<file path="src/rtl/alu_pkg.sv">
package alu_pkg;
  typedef enum logic [3:0] {
    OP_AND   = 4'd0,
    OP_XOR   = 4'd1,
    OP_SUB   = 4'd2,
    OP_RSUB  = 4'd3,
    OP_ADD   = 4'd4,
    OP_ADDC  = 4'd5,
    OP_SUBC  = 4'd6,
    OP_RSUBC = 4'd7,
    OP_TEST  = 4'd8,
    OP_TEQV  = 4'd9,
    OP_CMP   = 4'd10,
    OP_CMPN  = 4'd11,
    OP_OR    = 4'd12,
    OP_MOV   = 4'd13,
    OP_ANDN  = 4'd14,
    OP_MOVN  = 4'd15
  } alu_op_e;

  localparam int FLAG_N = 3;
  localparam int FLAG_Z = 2;
  localparam int FLAG_C = 1;
  localparam int FLAG_V = 0;
  localparam int NFLAGS = 4;

  function automatic logic is_cmp(alu_op_e op);
    return op inside {OP_TEST, OP_TEQV, OP_CMP, OP_CMPN};
  endfunction

  function automatic logic is_arith(alu_op_e op);
    return op inside {OP_SUB, OP_RSUB, OP_ADD, OP_ADDC, OP_SUBC, OP_RSUBC,
                      OP_CMP, OP_CMPN};
  endfunction
endpackage

</file>
<file path="src/rtl/alu_adder.sv">
module alu_adder #(
  parameter int WIDTH = 32
) (
  input  logic [WIDTH-1:0] x_i,
  input  logic [WIDTH-1:0] y_i,
  input  logic             cin_i,
  output logic [WIDTH-1:0] sum_o,
  output logic             cout_o,
  output logic             ovf_o
);
  logic [WIDTH:0] full;

  assign full   = {1'b0, x_i} + {1'b0, y_i} + {{WIDTH{1'b0}}, cin_i};
  assign sum_o  = full[WIDTH-1:0];
  assign cout_o = full[WIDTH];
  // signed overflow: like-signed inputs, sum sign differs
  assign ovf_o  = (x_i[WIDTH-1] == y_i[WIDTH-1]) && (sum_o[WIDTH-1] != x_i[WIDTH-1]);
endmodule

</file>
<file path="src/rtl/alu_logic_unit.sv">
module alu_logic_unit #(
  parameter int WIDTH = 32
) (
  input  alu_pkg::alu_op_e op_i,
  input  logic [WIDTH-1:0] a_i,
  input  logic [WIDTH-1:0] b_i,
  output logic [WIDTH-1:0] res_o
);
  import alu_pkg::*;

  always_comb begin
    unique case (op_i)
      OP_AND, OP_TEST: res_o = a_i & b_i;
      OP_XOR, OP_TEQV: res_o = a_i ^ b_i;
      OP_OR:           res_o = a_i | b_i;
      OP_MOV:          res_o = b_i;
      OP_ANDN:         res_o = a_i & ~b_i;
      OP_MOVN:         res_o = ~b_i;
      default:         res_o = '0;
    endcase
  end
endmodule

</file>
<file path="src/rtl/alu_flag_reg.sv">
module alu_flag_reg #(
  parameter int NF = 4
) (
  input  logic          clk_i,
  input  logic          rst_ni,
  input  logic          upd_i,
  input  logic [NF-1:0] d_i,
  output logic [NF-1:0] q_o
);
  always_ff @(posedge clk_i or negedge rst_ni) begin
    if (!rst_ni)    q_o <= '0;
    else if (upd_i) q_o <= d_i;
  end
endmodule

</file>
<file path="src/rtl/alu_flags.sv">
module alu_flags #(
  parameter int WIDTH = 32
) (
  input  logic             clk_i,
  input  logic             rst_ni,
  input  logic [3:0]       op_i,
  input  logic [WIDTH-1:0] a_i,
  input  logic [WIDTH-1:0] b_i,
  input  logic             shift_c_i,
  input  logic             set_flags_i,
  input  logic             wr_en_i,
  output logic [WIDTH-1:0] result_o,
  output logic             result_valid_o,
  output logic [3:0]       flags_o
);
  import alu_pkg::*;

  localparam int MSB = WIDTH - 1;

  alu_op_e          op;
  logic             cmp_op, arith_op, c_in;
  logic [WIDTH-1:0] add_x, add_y, add_sum, logic_res;
  logic             add_cin, add_cout, add_ovf;
  logic [NFLAGS-1:0] flags_d;

  assign op       = alu_op_e'(op_i);
  assign cmp_op   = is_cmp(op);
  assign arith_op = is_arith(op);
  assign c_in     = flags_o[FLAG_C];

  // subtraction as x + ~y + 1; carried forms use stored C in place of 1
  always_comb begin
    add_x   = a_i;
    add_y   = b_i;
    add_cin = 1'b0;
    unique case (op)
      OP_ADDC:         add_cin = c_in;
      OP_SUB, OP_CMP: begin add_y = ~b_i; add_cin = 1'b1; end
      OP_SUBC:        begin add_y = ~b_i; add_cin = c_in; end
      OP_RSUB:        begin add_x = b_i; add_y = ~a_i; add_cin = 1'b1; end
      OP_RSUBC:       begin add_x = b_i; add_y = ~a_i; add_cin = c_in; end
      default: ;
    endcase
  end

  alu_adder #(.WIDTH(WIDTH)) u_adder (
    .x_i   (add_x),
    .y_i   (add_y),
    .cin_i (add_cin),
    .sum_o (add_sum),
    .cout_o(add_cout),
    .ovf_o (add_ovf)
  );

  alu_logic_unit #(.WIDTH(WIDTH)) u_logic (
    .op_i (op),
    .a_i  (a_i),
    .b_i  (b_i),
    .res_o(logic_res)
  );

  assign result_o       = arith_op ? add_sum : logic_res;
  assign result_valid_o = wr_en_i & ~cmp_op;

  always_comb begin
    flags_d[FLAG_N] = result_o[MSB];
    flags_d[FLAG_Z] = ~|result_o;
    flags_d[FLAG_C] = arith_op ? add_cout : shift_c_i;
    flags_d[FLAG_V] = arith_op ? add_ovf : flags_o[FLAG_V];
  end

  alu_flag_reg #(.NF(NFLAGS)) u_flags (
    .clk_i (clk_i),
    .rst_ni(rst_ni),
    .upd_i (set_flags_i | cmp_op),
    .d_i   (flags_d),
    .q_o   (flags_o)
  );
endmodule

</file>
<file path="config.mk">
export PLATFORM = sky130hd
export DESIGN_NAME = alu_flags
export DESIGN_NICKNAME = d
export VERILOG_FILES = /design/src/rtl/alu_pkg.sv /design/src/rtl/alu_adder.sv /design/src/rtl/alu_logic_unit.sv /design/src/rtl/alu_flag_reg.sv /design/src/rtl/alu_flags.sv
export SDC_FILE = /design/constraint.sdc
export NUM_CORES = 1
export LEC_CHECK = 0
export ABC_AREA = 1
export ABC_CLOCK_PERIOD_IN_PS = 4610
export CELL_PAD_IN_SITES_DETAIL_PLACEMENT = 0
export CELL_PAD_IN_SITES_GLOBAL_PLACEMENT = 2
export CORE_MARGIN = 3
export CORE_UTILIZATION = 27
export CTS_CLUSTER_DIAMETER = 50
export CTS_CLUSTER_SIZE = 8
export DETAILED_ROUTE_END_ITERATION = 7
export PLACE_DENSITY_LB_ADDON = 0.1
export SKIP_CTS_REPAIR_TIMING = 1
export SYNTH_ARGS = -nofsm -noshare
export SYNTH_HDL_FRONTEND = slang
export SYNTH_SLANG_ARGS = --single-unit
</file>
<file path="constraint.sdc">
create_clock -name clk_i -period 4.61 [get_ports clk_i]
set_clock_uncertainty 0.1 [all_clocks]
set_input_delay 0.922 -clock clk_i [delete_from_list [all_inputs] [get_ports clk_i]]
set_output_delay 0.922 -clock clk_i [all_outputs]
set_load 0.05 [all_outputs]
</file>
== After elaboration in Yosys (flattened, before gate mapping) ==
Cells that the tools add are included.
Cells by class
  $add $sub $neg: 2
  multipliers: 0
  divide/modulo/power cells: 0
  order comparisons: 0
  equality and inequality tests: 17
  shift operators: 0
  muxes and demuxes: 6
  bitwise logic cells: 9
  reduce and logical (&&, ||, !) cells: 13
Operators with widths (number)
  32-bit case mux with 6 select lines: 1
  32-bit AND: 2
  32-bit 2-to-1 mux: 2
  32-bit NOT: 2
  32-bit case mux with 2 select lines: 1
  32-bit by 32-bit adder with 33-bit output: 1
  33-bit by 1-bit adder with 33-bit output: 1
  4-bit equality test, second input constant: 8
  32-bit bitwise OR: 1
  32-bit OR reduction: 1
  32-bit XOR: 1
  4-bit by 3-bit equality test with 1-bit output, second input constant: 4
  3-bit OR reduction: 3
  4-bit by 2-bit equality test with 1-bit output, second input constant: 2
  8-bit nonzero test: 1
  2-bit OR reduction: 3
  4-bit by 1-bit equality test with 1-bit output, second input constant: 1
  4-bit zero test: 1
  4-bit nonzero test: 1
  1-bit case mux with 2 select lines: 1
  2-bit AND reduction: 1
  1-bit AND: 1
  1-bit equality test: 1
  1-bit logical AND: 1
  other kinds (5): 5
Storage, ports and cells
  register bits after elaboration: 4
  bits in latches: 0
  memory bits (writable): 0
  bits in read-only memories: 0
  bits of input ports: 73
  memories kept: 0

== Longest topological paths before layout ==
Gate-level depths: netlist of the first run.
  depth in word-level cells: 8
  depth in mapped cells: 27
  depth with buffers taken out: 26

== Modules after synthesis ==
Synthesis of the first run repeated with hierarchy kept, for this count alone.
Unflattened totals
  cell total of the unflattened synthesis: 1334
  area total of the unflattened synthesis: 6503.7 µm²
Modules (own cells, without submodules)
  alu_logic_unit: instances 1, cells an instance 557, area an instance 2635.0 µm², sequential area each 0.0 µm²
  alu_adder: instances 1, cells an instance 426, area an instance 2199.6 µm², sequential area each 0.0 µm²
  alu_flags: instances 1, cells an instance 334, area an instance 1520.2 µm², sequential area each 0.0 µm²
  alu_flag_reg: instances 1, cells an instance 17, area an instance 148.9 µm², sequential area each 100.1 µm²

== Least setup slack after synthesis of the first run ==
No wires, ideal clock.
  path kind: in2out
  start point: input port op_i[0]
  end point: output port result_o[30]
  data arrival time: 3.618 ns
  path slack: -0.030 ns
  stages on the path: 21
  path through: inv_2 nand2_1 nor2_1 inv_2 clkbuf_1 o22ai_1 a31oi_1 fa_1 inv_1 fa_1 nand2_1 nand2_1 nand3_1 nand2_1 nand2_1 nand2_1 nand4_1 nand2_1 nand2_1 nand3_1 nand2_1
Between the ends
  longest elaborated chain between the ends: 6
  elaborated cells between the ends (all ways): 30
  those cells by class: 2 x add/sub; 15 x eq/ne; 5 x mux; 8 x reduce/logical
Ends and longest elaborated chain
  from (decl): line alu_flags.sv:6  | input logic [3:0] op_i,
  4-bit by 2-bit equality test with 1-bit output (tied with other cells): line alu_pkg.sv:32, alu_flags.sv:36
  3-bit OR reduction (no line) / 2-bit OR reduction (equally long branches)
  32-bit case mux with 2 select lines / 32-bit 2-to-1 mux (equally long branches): line alu_flags.sv:36  | unique case (op)
  32-bit by 32-bit adder with 33-bit output: line alu_adder.sv:13  | assign full = {1'b0, x_i} + {1'b0, y_i} + {{WIDTH{1'b0}}, cin_i};
  33-bit by 1-bit adder with 33-bit output: line alu_adder.sv:13
  32-bit 2-to-1 mux (*): line alu_flags.sv:62  | assign result_o = arith_op ? add_sum : logic_res;
  to (decl): line alu_flags.sv:12  | output logic [WIDTH-1:0] result_o,
Mark *: on every way between the ends. The rest lies on a longest branch, timed or not.

== Worst setup path in the final report of the first run ==
  start point: input port op_i[2]
  end point: output port result_o[30]
Same word-level chain as after synthesis.

==> metrics.md, run 1 <==
| Metric | Value |
|---|---|
| CP Launch Type | `input pin` |
| Non-Filler Instances | `1757` |
| Placed Cells incl. Taps | `1735` |
| GRT Total Usage | `23.2%` |
| Routability cong. | `0.870` |
| Status | `finished, final reports clean` |
| Synth Net Count | `1302` |
| Post-DP HPWL | `23.9 mm` |
| Yosys cell types | `39` |
| IO Port Bufs | `109` |
| CTS Buf Count | `3` |
| Die X | `154 µm` |
| Clk pwr share | `5.8%` |
| Worst-Margin Slew | `0.628 ns` |
| Rows | `53` |
| Global-route wire length before repair | `44.3 mm` |
| Die H | `154 µm` |
| Maximum VDD drop | `0.000100 V` |
| Nets@finish | `1622` |
| Top reg by flops | `u_flags.q_o` |
| Worst-Skew Late Latency | `0.22 ns` |
| TritonRoute pass-1 iters | `5` |
| Starting Density | `27.8%` |
| Initial antenna violation count | `0` |
| Int Power | `1.15 mW` |
| FMAX | `0.220 GHz` |
| Yosys warns | `0` |
| Largest registers | `u_flags.q_o: 4 flops` |
| Pwr Density | `217 mW/mm²` |
| Finish-stage setup viols | `0` |
| Final worst-path cycle share | `98.6%` |
| Critical Path Fanout Max | `7` |
| Post-Syn Area | `0.00593 mm²` |
| Vias in the first global route | `7948` |
| Worst Path Arrival | `3.52 ns` |
| Sw Pwr | `1.20 mW` |
| Max FFs per register | `4` |
| Post-Synthesis Cells | `1164` |
| Sw Ratio | `51.1%` |
| DR DRC count | `0` |
| Hold WS | `0.389 ns` |
| Core area | `0.0213 mm²` |
| Seq pwr share | `1.8%` |
| CTS sink count | `4` |
| WL/cell | `17.6 µm` |
| Hold WC Path Type | `register to register` |
| Die Footprint | `0.0238 mm²` |
| WP data required | `3.59 ns` |
| Post-route ant nets | `0` |
| Post-Route WL | `30.9 mm` |
| # fillers | `2217` |
| Logic pwr share | `92.3%` |
| Largest net degree at the start of global routing | `35` |
| Syn Area/Cell | `5.09 µm²` |
| I/O Pins | `110` |
| Critical path type | `input pin to output port` |
| DR vias/cell | `5.01` |
| Slew headroom | `57.6%` |
| Period minus WS final | `4.55 ns` |
| Final Hold Fails | `0` |
| Leakage | `5.42 nW` |
| GRT Residual Overflow | `0` |
| Synth Register Bits | `4` |
| Worst-path clk slew | `0.03 ns` |
| Critical path capture point type | `output port` |
| CTS HTree Levels | `1` |
| Seq/Total Area, Yosys | `1.69%` |
| Clock buffer depth | `2` |
| N_diodes | `0` |
| Iteration-0 DRC count of the detailed router | `617` |
| Power Total | `2.35 mW` |
| Core Util, Final | `50.8%` |
| Layout cells sized above 1 | `36.6%` |
| Area grow syn2layout | `82.6%` |
| Root buf cell | `clkbuf_16` |
| Vias | `8802` |
| CTS tree | `done` |
| Max-slew violations | `0` |
| Maxcap violations | `0` |
## worst paths after layout
path	startpoint	end	slack (ns)	cells after the start
setup / recovery	op_i[2]	result_o[30]	0.06	19
hold reg to reg	u_flags.q_o[0]	u_flags.q_o[0]	0.39	2
min in group asynchronous	rst_ni	u_flags.q_o[3]	0.81	1
setup reg to reg	u_flags.q_o[1]	u_flags.q_o[2]	1.16	26
hold / removal	u_flags.q_o[0]	u_flags.q_o[0]	0.39	2
max in group asynchronous	rst_ni	u_flags.q_o[0]	3.42	1
## per-stage QoR
step / worst slack [ns] / cell area, µm² / setup TNS (ns)
floorplan: 0.0133 / 5930 / 0
global placement: -0.613 / 9280 / -13.33
detailed placement: -0.647 / 9280 / -13.78
CTS: -0.654 / 9360 / -13.96
global route: -0.0416 / 10800 / -0.0843
finish: 0.0650 / 10800 / 0
## cell families (layout without fill, tap and decap cells)
family / after synthesis / after routing / synth area share (%)
AOI/OAI and AO/OA: 208 / 208 / 21.7
xor gates and xnor gates: 20 / 20 / 2.96
adders and majority gates: 65 / 65 / 14.0
buffers and inverters: 243 / 561 / 16.2
DFF: 4 / 4 / 1.69
and+or+nand+nor: 624 / 624 / 43.5
## worst max-delay path, cell delays in order
cell and delay (ns):
buf_6 0.10, nand2_4 0.07, inv_4 0.04, nor2_4 0.15
clkinv_4 0.15, buf_12 0.18, buf_4 0.14, a31o_4 0.24
ha_4 0.26, a21oi_2 0.19, o21ai_1 0.12, a21oi_2 0.17
nor2_1 0.08, nor2_2 0.16, nand2_1 0.10, nand2_2 0.11
nand3_4 0.09, nand2_2 0.09, buf_12 0.13
## power groups by stage
stage	combinational, mW	sequential (mW)	clock, mW
final	2.17	0.0435	0.137
after global routing	2.33	0.0444	0.142
after CTS	1.84	0.0436	0.137
after detailed placement	1.83	0.0438	0
after floorplan	0.864	0.0626	0
after global placement	1.83	0.0436	0
## Yosys cell counts, drive strengths merged
| cell | n | area share (%) |
|---|---|---|
| a211oi | 3 | 0.38 |
| a21oi | 41 | 3.5 |
| a31o | 31 | 4.6 |
| a31oi | 6 | 0.63 |
| and2 | 3 | 0.32 |
| buf | 16 | 1.8 |
| clkbuf | 22 | 1.4 |
| clkinv | 1 | 0.063 |
| dfrtp | 4 | 1.7 |
| fa | 2 | 0.68 |
| ha | 63 | 13 |
| inv | 204 | 13 |
| nand2 | 403 | 26 |
| nand3 | 73 | 6.3 |
| nand3b | 4 | 0.51 |
| nand4 | 22 | 2.3 |
| nor2 | 100 | 6.5 |
| nor3 | 18 | 1.5 |
| o2111ai | 12 | 1.8 |
| o211ai | 6 | 0.76 |
| o21a | 1 | 0.13 |
| o21ai | 70 | 5.9 |
| o22ai | 36 | 3.8 |
| o311ai | 1 | 0.15 |
| o31ai | 1 | 0.13 |
| or2 | 1 | 0.11 |
| xnor2 | 1 | 0.15 |
| xor2 | 19 | 2.8 |
## routing by layer
layer | GRT usage [%] | part of all wire, % | wire (µm)
met1 | 36.4 | 49 | 15200
met2 | 35.6 | 43 | 13400
met3 | 1.24 | 6.4 | 1990
met4 | 2.73 | 1.2 | 383
met5 | 0 | 0 | 0
## cells in the final DEF (no fill, tap or decap), types with 29 or more instances in the layout
cell type / instances
buf_12: 41
buf_4: 220
clkdlybuf4s50_1: 71
ha_1: 34
ha_4: 29
inv_1: 181
nand2_1: 316
nand2_2: 73
nand3_1: 56
nor2_1: 67
o21ai_0: 55
o22ai_1: 31
## layout make-up
cell class	instances	area (µm²)	share of cell area [%]
repair inverters	1	16.3	0.150
well taps	275	344	3.18
clock buffers	3	75.1	0.694
repair buffers	352	3510	32.4
inverters	205	785	7.25
flip-flops and latches	4	100	0.925
multi-input cells	917	5990	55.4
(Power assumes the default switching activity.)
==> inputs of run 2 (changes only) <==
CTS_BUF_LIST = sky130_fd_sc_hd__clkbuf_4 sky130_fd_sc_hd__clkbuf_8   (was unset)
==> run 2 against run 1 <==
Effect of this change:
- final cell count did not move
- first-iteration DRC count fell by 5.8%
- register-to-register slack barely moved
- critical endpoint unchanged
- critical path depth did not move
- die area did not move
- clock-buffer cell count did not move
- non-clock buffer count did not move
- flip-flop and latch count did not move
- routed wire length barely moved
- sequential share of layout area barely moved
- sequential power barely moved
==> metrics.md, run 2 (synthesis results as in run 1) <==
| Metric | Value |
|---|---|
| Post-DP HPWL | `23.9 mm` |
| CTS tree | `done` |
| FMAX | `0.221 GHz` |
| Critical Path Fanout Max | `7` |
| Die Footprint | `0.0238 mm²` |
| Worst path max stage delay | `0.25 ns` |
| Worst-path clk slew | `0.03 ns` |
| Layout cells sized above 1 | `36.6%` |
| CTS Buf Count | `3` |
| Vias | `8789` |
| Critical path type | `input pin to output port` |
| CTS sink count | `4` |
| Core area | `0.0213 mm²` |
| Final worst-path cycle share | `98.3%` |
| Maxcap violations | `0` |
| Status | `finished, final reports clean` |
| Leakage | `5.40 nW` |
| Clock buffer depth | `2` |
| Nets@finish | `1622` |
| Crit path cell chain | `buf_6 -> nand2_4 -> inv_4 -> nor2_4 -> clkinv_4 -> buf_12 -> buf_4 -> a31o_4 -> ha_4 -> a21oi_2 -> o21ai_1 -> a21oi_2 -> nor2_1 -> nor2_2 -> nand2_1 -> nand2_2 -> nand3_4 -> nand2_2 -> buf_12` |
| Logic pwr share | `94.8%` |
| Rows | `53` |
| Die H | `154 µm` |
| CP Launch Type | `input pin` |
| Crit-path slowest cell | `ha_4` |
| Commonest non-fill, non-tap cell in the layout | `nand2_1` |
| DR DRC count | `0` |
| Iteration-0 DRC count of the detailed router | `581` |
| Int Power | `1.09 mW` |
| Final worst slack | `0.0775 ns` |
| WL/cell | `17.6 µm` |
| Slew headroom | `57.4%` |
| Finish-stage setup viols | `0` |
| Post-route ant nets | `0` |
| WP data required | `3.59 ns` |
| Non-Filler Instances | `1757` |
| Routability cong. | `0.870` |
| Worst-Skew Late Latency | `0.22 ns` |
| Sw Pwr | `1.20 mW` |
| GRT Residual Overflow | `0` |
| Hold WC Path Type | `register to register` |
| Most frequent cells in the layout | `nand2_1 (316), buf_4 (220), inv_1 (181), nand2_2 (73), clkdlybuf4s50_1 (71)` |
| Max-slew violations | `0` |
| Sw Ratio | `52.2%` |
| Root buf cell | `clkbuf_8` |
| GRT Total Usage | `23.2%` |
| Worst-Margin Slew | `0.631 ns` |
| TritonRoute pass-1 iters | `5` |
| Critical path capture point type | `output port` |
| WL met1 | `15.2 mm` |
| Vias in the first global route | `7935` |
| Worst Path Arrival | `3.51 ns` |
| Starting Density | `27.8%` |
| Clk pwr share | `3.3%` |
| Post-Route WL | `30.9 mm` |
| Period minus WS final | `4.53 ns` |
| Max FFs per register | `4` |
| Die X | `154 µm` |
| Global-route wire length before repair | `44.3 mm` |
| Maximum VDD drop | `0.000100 V` |
| Final Hold Fails | `0` |
| CTS HTree Levels | `1` |
| Crit path buf inv count | `6` |
| Core Util, Final | `50.7%` |
| Initial antenna violation count | `0` |
| IO Port Bufs | `109` |
| Top Metal Used | `met4` |
| Kind of cell adding the most delay to the critical path | `simple AND/OR/NAND/NOR gates` |
| Placed Cells incl. Taps | `1735` |
| I/O Pins | `110` |
| Area grow syn2layout | `82.1%` |
| Setup WS pre-CTS | `-0.647 ns` |
| Largest registers | `u_flags.q_o: 4 flops` |
| Pwr Density | `212 mW/mm²` |
| N_diodes | `0` |
| DR vias/cell | `5.00` |
| Met2 WL | `13.3 mm` |
| Seq pwr share | `1.9%` |
| Largest net degree at the start of global routing | `35` |
| Top reg by flops | `u_flags.q_o` |
| Met3 Wirelength | `1.98 mm` |
run 2: metal layers:
layer  GRT usage, %  vias to the layer above
met5              0                        -
met4           2.86                        0
met1           36.3                     4061
met2           35.6                      262
met3           1.24                       25
li1               -                     4441
run 2: through the flow:
stage,hold WS (ns),power (mW),area (µm²),setup TNS (ns)
after floorplan,0.526,0.927,5930,0
after global placement,0.370,1.87,9280,-13.33
after detailed placement,0.374,1.87,9280,-13.78
after CTS,0.382,1.96,9320,-13.97
after global routing,0.416,2.45,10800,-0.0843
final,0.380,2.29,10800,0
run 2: power by group through the flow:
stage | combinational, mW | sequential (mW) | clock (mW)
finish | 2.17 | 0.0433 | 0.0751
global route | 2.33 | 0.0444 | 0.0811
CTS | 1.84 | 0.0435 | 0.0766
detailed placement | 1.83 | 0.0438 | 0
global placement | 1.83 | 0.0436 | 0
floorplan | 0.864 | 0.0626 | 0
run 2: worst paths after layout:
check | start | end | slack (ns) | depth (start not counted)
min in group asynchronous | rst_ni | u_flags.q_o[3] | 0.81 | 1
hold reg to reg | u_flags.q_o[3] | u_flags.q_o[3] | 0.38 | 2
setup reg to reg | u_flags.q_o[1] | u_flags.q_o[2] | 1.15 | 26
max in group asynchronous | rst_ni | u_flags.q_o[0] | 3.42 | 1
hold / removal | u_flags.q_o[3] | u_flags.q_o[3] | 0.38 | 2
setup / recovery | op_i[2] | result_o[30] | 0.08 | 19
run 2: final cells by class:
cell class / instances / area, µm²
Tap cell: 275 / 344
Timing Repair Buffer: 352 / 3510
Clock buffer: 3 / 41.3
Sequential cell: 4 / 100
Inverter: 205 / 785
Multi-Input combinational cell: 917 / 5990
Timing Repair inverter: 1 / 16.3
Fill cell: 2220 / 10500
run 2: worst min-delay path: cells and delay by family, from the launching register on:
kind / cells / cell delay, ns
flops: 1 / 0.33
compound gates: 1 / 0.06
simple gates: 1 / 0.05
==> inputs of run 3 (changes only) <==
CORE_UTILIZATION = 33   (was 27)
DONT_BUFFER_PORTS = 1   (was unset)
PLACE_DENSITY = 0.82   (was unset)
PLACE_DENSITY_LB_ADDON = unset   (was 0.1)
==> run 3 against run 2 <==
Effect of this change:
- routed wire length fell by 13%
- critical path depth fell by 1
- sequential share of layout area up 0.30 points
- fmax increased by 1.3%
- global-route usage rose by 1.9 points
- critical path type unchanged
- largest cell class unchanged
- highest routed layer unchanged
==> metrics.md, run 3 (synthesis results as in run 1) <==
| Metric | Value |
|---|---|
| Status | `finished, final reports clean` |
| Leakage | `4.30 nW` |
| WP depth | `18` |
| CTS sink count | `4` |
| Starting Density | `34.0%` |
| Flop2flop setup slack | `1.09 ns` |
| GRT Residual Overflow | `0` |
| Post-route ant nets | `0` |
| Maxcap violations | `0` |
| Worst path max stage delay | `0.35 ns` |
| Global-route wire length before repair | `39.9 mm` |
| Root buf cell | `clkbuf_8` |
| Maximum VDD drop | `0.000200 V` |
| Logic pwr share | `92.4%` |
| Iteration-0 DRC count of the detailed router | `682` |
| Worst-Margin Slew | `0.877 ns` |
| R2R depth | `24` |
| Routability cong. | `0.918` |
| Int Power | `787 µW` |
| Layout cells sized above 1 | `23.2%` |
| Max FFs per register | `4` |
| Worst-path clk slew | `0.03 ns` |
| Kind of cell adding the most delay to the critical path | `simple AND/OR/NAND/NOR gates` |
| GRT Total Usage | `25.1%` |
| Largest net degree at the start of global routing | `37` |
| Core area | `0.0174 mm²` |
| Worst Path Arrival | `3.45 ns` |
| Max-slew violations | `0` |
| Slew headroom | `41.3%` |
| Finish-stage setup viols | `0` |
| IO Port Bufs | `0` |
| Rows | `48` |
| Clock buffer depth | `2` |
| DR DRC count | `0` |
| Period minus WS final | `4.47 ns` |
| Top reg by flops | `u_flags.q_o` |
| DR vias/cell | `5.32` |
| WP data required | `3.59 ns` |
| Area grow syn2layout | `37.9%` |
| Cell area after layout | `0.00817 mm²` |
| Die X | `140 µm` |
| Most frequent cells in the layout | `nand2_1 (373), inv_1 (192), buf_4 (110), nor2_1 (79), nand3_1 (66)` |
| WL/cell | `17.9 µm` |
| Critical path type | `input pin to output port` |
| Die Footprint | `0.0196 mm²` |
| CTS HTree Levels | `1` |
| Post-DP HPWL | `21.5 mm` |
| RSZ-0062 raised after global routing | `yes` |
| Vias in the first global route | `7180` |
| CP Launch Type | `input pin` |
| FMAX | `0.224 GHz` |
| Largest registers | `u_flags.q_o: 4 flops` |
| Critical Path Fanout Max | `10` |
| Final worst-path cycle share | `97.0%` |
| Commonest non-fill, non-tap cell in the layout | `nand2_1` |
| Vias | `8014` |
| TritonRoute pass-1 iters | `5` |
| Sw Ratio | `56.1%` |
| Sw Pwr | `1.00 mW` |
| Post-Route WL | `26.9 mm` |
| I/O Pins | `110` |
| Top cell by count, worst path | `nand2_1` |
| Pwr Density | `219 mW/mm²` |
| Initial antenna violation count | `0` |
| N_diodes | `0` |
| Clk pwr share | `4.3%` |
| Seq pwr share | `3.2%` |
| Crit-path slowest cell | `ha_1` |
| Dpl cell area | `0.00747 mm²` |
| Nets@finish | `1422` |
| Hold WS | `0.292 ns` |
| Crit path cell chain | `inv_2 -> nand2_1 -> nor2_4 -> clkinv_4 -> clkbuf_16 -> a31o_2 -> ha_1 -> buf_4 -> nand2_1 -> nor2_1 -> inv_1 -> nor3_2 -> o21ai_1 -> nand3_1 -> nand2_1 -> nand3_1 -> nand2_1 -> buf_4` |
| Final Hold Fails | `0` |
| CTS Buf Count | `3` |
| Crit path buf inv count | `6` |
| Worst-Skew Late Latency | `0.23 ns` |
| Die H | `140 µm` |
| Hold WC Path Type | `input pin to asynchronous set/reset pin` |
| CTS tree | `done` |
| Critical path capture point type | `output port` |
[run 3: cell types whose count changed in the layout (fill, tap and decap cells not counted), sizes merged]
cell / change
inv: +2
clkbuf: -1
dlymetal6s2s: -2
clkdlybuf4s50: -71
buf: -126
clkinv: -2
[run 3: final cells by class]
class	instances	area [µm²]
fill	2000	9240
multi-input combinational	917	5320
timing repair buffer	152	1650
inverter	205	779
tap	225	282
sequential	4	100
clock buffer	3	41.3
timing repair inverter	1	6.26
[run 3: routing by layer]
layer | vias to the layer above | track usage (%) | part of all wire, %
li1 | 4049 | - | -
met1 | 3672 | 36.4 | 46
met2 | 278 | 39.7 | 44
met3 | 15 | 5.09 | 9.4
met4 | 0 | 2.45 | 0.89
met5 | - | 0 | 0
[run 3: worst reg2reg max path, cell delays in order, from the launching register on]
cell and delay (ns):
dfrtp_1 0.37, inv_1 0.10, nor3_1 0.06, nor2_1 0.20
fa_2 0.25, inv_2 0.05, fa_2 0.38, nand2_1 0.09
nand2_1 0.08, nand3_1 0.11, nand2_2 0.08, nand2_2 0.07
nand2_2 0.07, nand2_1 0.06, nand2_1 0.09, nand2_1 0.09
nand2_1 0.11, buf_4 0.16, nor2_1 0.09, nand2_1 0.08
nor2_1 0.23, nand2_1 0.14, nor2_1 0.14, nand3_1 0.15
nand2_1 0.09
[run 3: power by group through the flow]
stage	Sequential, mW	Combinational, mW	Clock, mW
2_1_floorplan	0.0626	0.864	0
3_3_place_gp	0.0579	1.51	0
3_5_place_dp	0.0582	1.51	0
4_1_cts	0.0578	1.52	0.0796
5_1_grt	0.0582	1.80	0.0798
6_report	0.0576	1.66	0.0779
[run 3: path summary, 6_finish.rpt]
path | startpoint | end
hold reg to reg | u_flags.q_o[1] | u_flags.q_o[1]
hold / removal | rst_ni | u_flags.q_o[0]
max in group asynchronous | rst_ni | u_flags.q_o[2]
setup reg to reg | u_flags.q_o[1] | u_flags.q_o[2]
setup / recovery | op_i[0] | result_o[25]
min in group clk_i | u_flags.q_o[1] | u_flags.q_o[1]
[run 3: through the flow]
stage / TNS (ns) / util, % / worst slack [ns] / total power [mW] / cells
after detailed placement: 0 / 42.9 / 0.0122 / 1.57 / 1490
after global routing: -0.291 / 46.9 / -0.0610 / 1.94 / 1507
after global placement: -0.00165 / 42.9 / -0.00165 / 1.57 / 1490
after CTS: 0 / 43.1 / 0.00174 / 1.66 / 1493
final: 0 / 46.9 / 0.136 / 1.79 / 1507
after floorplan: 0 / - / 0.0133 / 0.927 / 1164
